[config.mk]
export PLATFORM = sky130hd
export DESIGN_NAME = dsss_oqpsk_tx
export DESIGN_NICKNAME = d
export VERILOG_FILES = /design/src/rtl/dsss_tx_pkg.sv /design/src/rtl/dsss_nibble_buf.sv /design/src/rtl/dsss_chip_map.sv /design/src/rtl/dsss_shape_lut.sv /design/src/rtl/dsss_oqpsk_tx.sv
export SDC_FILE = /design/constraint.sdc
export NUM_CORES = 1
export LEC_CHECK = 0
export CORE_MARGIN = 8
export CORE_UTILIZATION = 25
export DETAILED_ROUTE_END_ITERATION = 8
export GPL_TIMING_DRIVEN = 0
export PLACE_DENSITY_LB_ADDON = 0.25
export SETUP_SLACK_MARGIN = 0.05
export SLEW_MARGIN = 20
export SYNTH_ARGS = -nofsm -noshare
export SYNTH_HDL_FRONTEND = slang
export SYNTH_SLANG_ARGS = --single-unit
[constraint.sdc]
create_clock -name clk -period 10.77 [get_ports clk]
set_input_delay 1.6155 -clock clk [delete_from_list [all_inputs] [get_ports clk]]
set_output_delay 1.6155 -clock clk [all_outputs]
set_load 0.02 [all_outputs]
[src/rtl/dsss_tx_pkg.sv]
package dsss_tx_pkg;

    localparam int CHIPS_PER_SYM = 32;
    localparam int STEPS_PER_CHIP = 4;
    localparam int CHIP_W = $clog2(CHIPS_PER_SYM);
    localparam int STEP_W = $clog2(STEPS_PER_CHIP);

    // Spreading code of symbol zero; index 0 is the first chip on air.
    localparam logic [0:CHIPS_PER_SYM-1] BASE_CODE = 32'b11011001110000110101001000101110;

    typedef struct packed {
        logic              active;
        logic [3:0]        sym;
        logic [CHIP_W-1:0] chip;
        logic [STEP_W-1:0] step;
        logic              q_carry_vld;
        logic              q_carry;
    } tx_state_t;

    // Quarter-wave of a half-sine sampled at odd sixteenths of a period,
    // scaled to full positive range of a w-bit signed word.
    function automatic int half_sine_mag(input int w, input int p);
        int milli;
        case (p)
            0: milli = 195;
            1: milli = 556;
            2: milli = 831;
            default: milli = 981;
        endcase
        return (((1 << (w - 1)) - 1) * milli) / 1000;
    endfunction

endpackage

[src/rtl/dsss_nibble_buf.sv]
module dsss_nibble_buf (
    input  logic       clk,
    input  logic       rst,
    input  logic       wr_en,
    input  logic [7:0] wr_byte,
    input  logic       rd_en,
    output logic [3:0] rd_nib,
    output logic       empty
);
    logic [7:0] data_d, data_q;
    logic [1:0] left_d, left_q;

    always_comb begin
        data_d = data_q;
        left_d = left_q;
        if (wr_en && left_q == 2'd0) begin
            data_d = wr_byte;
            left_d = 2'd2;
        end else if (rd_en && left_q != 2'd0) begin
            left_d = left_q - 2'd1;
        end
    end

    always_ff @(posedge clk) begin
        if (rst) begin
            data_q <= '0;
            left_q <= '0;
        end else begin
            data_q <= data_d;
            left_q <= left_d;
        end
    end

    assign rd_nib = (left_q == 2'd2) ? data_q[3:0] : data_q[7:4];
    assign empty  = (left_q == 2'd0);
endmodule

[src/rtl/dsss_chip_map.sv]
module dsss_chip_map
    import dsss_tx_pkg::*;
(
    input  logic [3:0]        sym,
    input  logic [CHIP_W-1:0] idx,
    output logic              chip
);
    logic [CHIP_W-1:0] shift;
    logic [CHIP_W-1:0] src;

    always_comb begin
        shift = CHIP_W'({sym[2:0], 2'b00});
        src   = idx - shift;
        chip  = BASE_CODE[src] ^ (sym[3] & idx[0]);
    end
endmodule

[src/rtl/dsss_shape_lut.sv]
module dsss_shape_lut
    import dsss_tx_pkg::*;
#(
    parameter int W = 12
) (
    input  logic [2:0]   pos,
    output logic [W-1:0] mag
);
    localparam logic [W-1:0] QUARTER [0:3] = '{
        W'(half_sine_mag(W, 0)),
        W'(half_sine_mag(W, 1)),
        W'(half_sine_mag(W, 2)),
        W'(half_sine_mag(W, 3))
    };

    logic [1:0] q_idx;

    always_comb begin
        q_idx = pos[2] ? ~pos[1:0] : pos[1:0];
        mag   = QUARTER[q_idx];
    end
endmodule

[src/rtl/dsss_oqpsk_tx.sv]
module dsss_oqpsk_tx
    import dsss_tx_pkg::*;
#(
    parameter int SAMPLE_W = 12
) (
    input  logic                       clk,
    input  logic                       rst,
    input  logic                       step_en,
    input  logic                       in_valid,
    input  logic [7:0]                 in_byte,
    output logic                       in_ready,
    output logic signed [SAMPLE_W-1:0] out_i,
    output logic signed [SAMPLE_W-1:0] out_q,
    output logic                       out_idle
);
    localparam logic [CHIP_W-1:0] LAST_CHIP = CHIP_W'(CHIPS_PER_SYM - 1);
    localparam logic [STEP_W-1:0] LAST_STEP = STEP_W'(STEPS_PER_CHIP - 1);
    localparam int LANES = 2;

    tx_state_t st_d, st_q;

    logic       buf_empty;
    logic [3:0] buf_nib;
    logic       buf_rd;

    logic [CHIP_W-1:0] lane_idx  [LANES];
    logic [2:0]        lane_pos  [LANES];
    logic              lane_chip [LANES];
    logic [SAMPLE_W-1:0] lane_mag [LANES];

    dsss_nibble_buf u_buf (
        .clk     (clk),
        .rst     (rst),
        .wr_en   (in_valid),
        .wr_byte (in_byte),
        .rd_en   (buf_rd),
        .rd_nib  (buf_nib),
        .empty   (buf_empty)
    );

    // Lane 0 = I (even chip of the pair), lane 1 = Q (odd chip, one chip late)
    always_comb begin
        lane_idx[0] = {st_q.chip[CHIP_W-1:1], 1'b0};
        lane_pos[0] = {st_q.chip[0], st_q.step};
        lane_idx[1] = st_q.chip[0] ? st_q.chip : st_q.chip - CHIP_W'(1);
        lane_pos[1] = {~st_q.chip[0], st_q.step};
    end

    for (genvar g = 0; g < LANES; g++) begin : g_lane
        dsss_chip_map u_map (
            .sym  (st_q.sym),
            .idx  (lane_idx[g]),
            .chip (lane_chip[g])
        );
        dsss_shape_lut #(.W(SAMPLE_W)) u_lut (
            .pos (lane_pos[g]),
            .mag (lane_mag[g])
        );
    end

    logic at_end;
    logic q_live;
    logic q_bit;

    always_comb begin
        st_d   = st_q;
        buf_rd = 1'b0;
        at_end = st_q.active && st_q.chip == LAST_CHIP && st_q.step == LAST_STEP;
        if (step_en) begin
            if (st_q.active && !at_end) begin
                st_d.step = st_q.step + STEP_W'(1);
                if (st_q.step == LAST_STEP)
                    st_d.chip = st_q.chip + CHIP_W'(1);
            end else if (!buf_empty) begin
                buf_rd           = 1'b1;
                st_d.active      = 1'b1;
                st_d.sym         = buf_nib;
                st_d.chip        = '0;
                st_d.step        = '0;
                st_d.q_carry_vld = st_q.active;
                st_d.q_carry     = lane_chip[1];
            end else begin
                st_d.active      = 1'b0;
                st_d.q_carry_vld = 1'b0;
                st_d.q_carry     = 1'b0;
            end
        end
    end

    always_ff @(posedge clk) begin
        if (rst) st_q <= '0;
        else     st_q <= st_d;
    end

    always_comb begin
        q_live = (st_q.chip != '0) || st_q.q_carry_vld;
        q_bit  = (st_q.chip == '0) ? st_q.q_carry : lane_chip[1];
        out_i  = '0;
        out_q  = '0;
        if (st_q.active) begin
            out_i = lane_chip[0] ? $signed(lane_mag[0]) : -$signed(lane_mag[0]);
            if (q_live)
                out_q = q_bit ? $signed(lane_mag[1]) : -$signed(lane_mag[1]);
        end
    end

    assign in_ready = buf_empty;
    assign out_idle = ~st_q.active;
endmodule

==> impl_metrics.ini, run 1 <==
[floorplan]
die_area_sq_um = 10900
dieWidth_um = 104
fp.dieH_um = 104
initial_core_util_pct = 25.5
row_count = 32
core-area_sq_um = 7650
io_pins = 38

[clock_tree]
cts_tree = built
cts_setup_buffers = 0
clk_pin_slew_worst_paths_ns = 0.09
cts_resized = 0
hold_buffers = 0
clockBufferDepth = 2
cts_max_level = 1
clock_latency_ns = 0.26
cts.sinks = 24
root_buffer = clkbuf_8
cts_buffers = 3

[global_routing]
gr-total-overflow = 0
grt_pass1_wl_um = 8050
first_global_vias = 1762
grt_max_degree = 14
grt_usage_pct = 8.45
grt_antenna_before_repair = 0

[detailed_routing]
viasPerCell = 4.38
wl_met2_um = 1810
wirelength_met1_um = 2300
firstDrtPassIters = 4
postRouteAntennaNets = 0
finalWirelength_um = 4440
drt_iter0_markers = 26
highest_layer = met4
via_count = 1700
wl_per_cell_um = 11.4
post-route-drc-count = 0
route.met3.wl_um = 277

[logic_synthesis]
synth_seq_cells = 24
yosysUniqueCellTypes = 43
synth.avg_cell_area_sq_um = 7.97
synth_area_sq_um = 1950
synthCells = 245
ys_seq_area_share_pct = 24.6
ys_warn_count = 0
syn_nets = 281

[cells_and_area]
final_core_util_pct = 32.8
drive_gt1_share_pct = 5.24
area_growth_pct = 28.3
final_cell_mix = clkdlybuf4s50_1 (37), nand2_1 (36), nor2_1 (25), dfxtp_1 (24), ha_1 (22)
finish.net_count = 323
num_antenna_cells = 0
stdcell_count = 388
final_common_cell = clkdlybuf4s50_1
fill_cells = 819

[critical_path]
critPathMaxFanout = 6
critPathLaunchType = register
cpLargestDelayFamily = adder cells
critical_path.cell_chain = inv_1 > ha_1 > nor2b_1 > xnor2_1 > ha_1 > fa_1 > mux2_2 > or4b_1 > o31ai_1 > o31a_1 > nor3_2 > mux2i_1 > buf_4 > clkdlybuf4s50_1
endpoint_kind = output port
cpMaxStageDelayCell = clkdlybuf4s50_1
crit_path_max_incr_delay_ns = 0.59
crit_type = reg2out
required_ns = 9.15
crit_buf_inv = 3
cp_common_cell = ha_1
cp.arrival_ns = 4.55

[place]
gp_congestion = 0.755
portBuffers = 37
hpwl_um = 3540
place_inst = 384

[pwr]
finalPower_mw = 0.343
p_sw_share_pct = 39.5
pwr-share-seq_pct = 29.6
clockPowerShare_pct = 17.8
power.density_nw_per_um2 = 137
p_comb_share_pct = 52.6
p_leak_nw = 0.989
vdd_drop_max_mv = 0.0767
intPower_mw = 0.207
p_sw_mw = 0.135

[sta]
setup_tns_ns = 0
maxSlewHeadroom_pct = 52.0
fin_crit_sh_pct = 57.2
skew_ns = 0.00551
rsz0062_at_grt = false
fmax_mhz = 162
finalSetupViolCount = 0
finalCriticalPeriod_ns = 6.16
slew_viol_final = 0
finalHoldViolCount = 0
worst_pin_slew_ns = 0.718

[run]
max_cap_violations = 0

[min_path]
hold_class = reg2reg

[outcome]
status = finished clean
## registers in the layout, summed over array words and instances, names as in the netlist
register and cells:
u_buf.data_q 8, st_q 7, u_buf.left_q 2, lane_idx 4
lane_pos 3
## worst min-delay path, stage by stage, from the launching register on
cell     delay (ns)
dfxtp_1        0.31
nand2_1        0.05
a21oi_1        0.05
## layout make-up
cell class / count / area (sq um) / share of cell area, %
buffer: 13 / 60.1 / 2.40
clock buffer: 4 / 55.1 / 2.20
inverter: 19 / 71.3 / 2.85
multi-input combinational: 189 / 1340 / 53.5
sequential: 24 / 480 / 19.2
tap: 102 / 128 / 5.09
timing repair buffer: 37 / 370 / 14.8
## metal layers
metal	global-route usage, %	up-vias
met1	10.7	742
li1	-	913
met2	13.8	41
met4	2.07	0
met5	0	-
met3	2.35	4
## path summary, 6_finish.rpt
check / start / endpoint / slack, ns / cells past startpoint
worst max register to register: lane_idx[6] / st_q[0] / 7.91 / 12
worst min-delay path: u_buf.data_q[1] / u_buf.data_q[1] / 0.46 / 2
worst max-delay path: lane_idx[6] / out_q[6] / 4.61 / 14
worst min register to register: u_buf.data_q[1] / u_buf.data_q[1] / 0.46 / 2
## power groups by stage
| stage | Clock [mW] | Combinational [mW] | Sequential, mW |
|---|---|---|---|
| global route | 0.0665 | 0.206 | 0.103 |
| floorplan | 0 | 0.136 | 0.103 |
| global placement | 0 | 0.180 | 0.103 |
| detailed placement | 0 | 0.181 | 0.104 |
| finish | 0.0610 | 0.180 | 0.101 |
| CTS | 0.0633 | 0.182 | 0.102 |
## stage by stage
stage | cell area (sq um) | setup WS [ns] | hold WS (ns)
after detailed placement | 2450 | 4.90 | 0.449
after floorplan | 1950 | 5.41 | 0.436
after global placement | 2450 | 4.90 | 0.443
after global routing | 2500 | 4.29 | 0.492
after CTS | 2500 | 4.58 | 0.461
final | 2500 | 4.61 | 0.459
## Yosys cell counts, drive strengths merged
cell type | n | area share, %
a211oi | 7 | 2.7
a21oi | 18 | 4.6
a22oi | 1 | 0.38
a41oi | 1 | 0.45
and2 | 3 | 0.96
and3 | 1 | 0.32
buf | 4 | 1.3
clkbuf | 9 | 1.7
dfxtp | 24 | 25
fa | 2 | 2.1
ha | 22 | 14
inv | 19 | 3.7
mux2 | 2 | 1.3
mux2i | 10 | 5.1
mux4 | 1 | 1.2
nand2 | 36 | 6.9
nand2b | 3 | 0.96
nand3 | 2 | 0.51
nand4 | 4 | 1.3
nor2 | 25 | 4.8
nor2b | 1 | 0.32
nor3 | 9 | 2.6
nor3b | 1 | 0.38
nor4 | 1 | 0.32
nor4b | 1 | 1.2
o211ai | 1 | 0.38
o21ai | 5 | 1.3
o22ai | 1 | 0.32
o311a | 1 | 0.51
o311ai | 1 | 0.45
o31a | 1 | 0.45
o31ai | 3 | 1.2
or2 | 2 | 0.64
or3 | 3 | 1.2
or4 | 1 | 0.38
or4b | 2 | 1.0
xnor2 | 9 | 4.0
xnor3 | 1 | 1.2
xor2 | 7 | 3.1
## kinds of logic after synthesis
kind of cell / Yosys count / share of synthesized area [%]
xor gates and xnor gates: 17 / 8.33
buffers and inverters: 32 / 6.73
and+or+nand+nor: 95 / 23.8
muxes: 13 / 7.63
adders and majority gates: 24 / 16.2
DFF: 24 / 24.6
AOI/OAI and AO/OA: 40 / 12.7
No activity file was read; power rests on OpenSTA's default activity.
==> inputs of run 2 (changes only) <==
==> constraint.sdc (replaced) <==
create_clock -name clk -period 6.1 [get_ports clk]
set_input_delay 0.915 -clock clk [delete_from_list [all_inputs] [get_ports clk]]
set_output_delay 0.915 -clock clk [all_outputs]
set_load 0.02 [all_outputs]
==> results of run 2 <==
Same layout as run 1 (identical final DEF). Status: finished clean.
Main changes from that run: setup slack after placement 4.90 ns -> 0.934 ns; setup slack after layout 4.61 ns -> 0.638 ns; register-to-register setup slack 7.91 ns -> 3.24 ns; total power 0.343 mW -> 0.605 mW; worst IR drop on VDD 0.0767 mV -> 0.135 mV
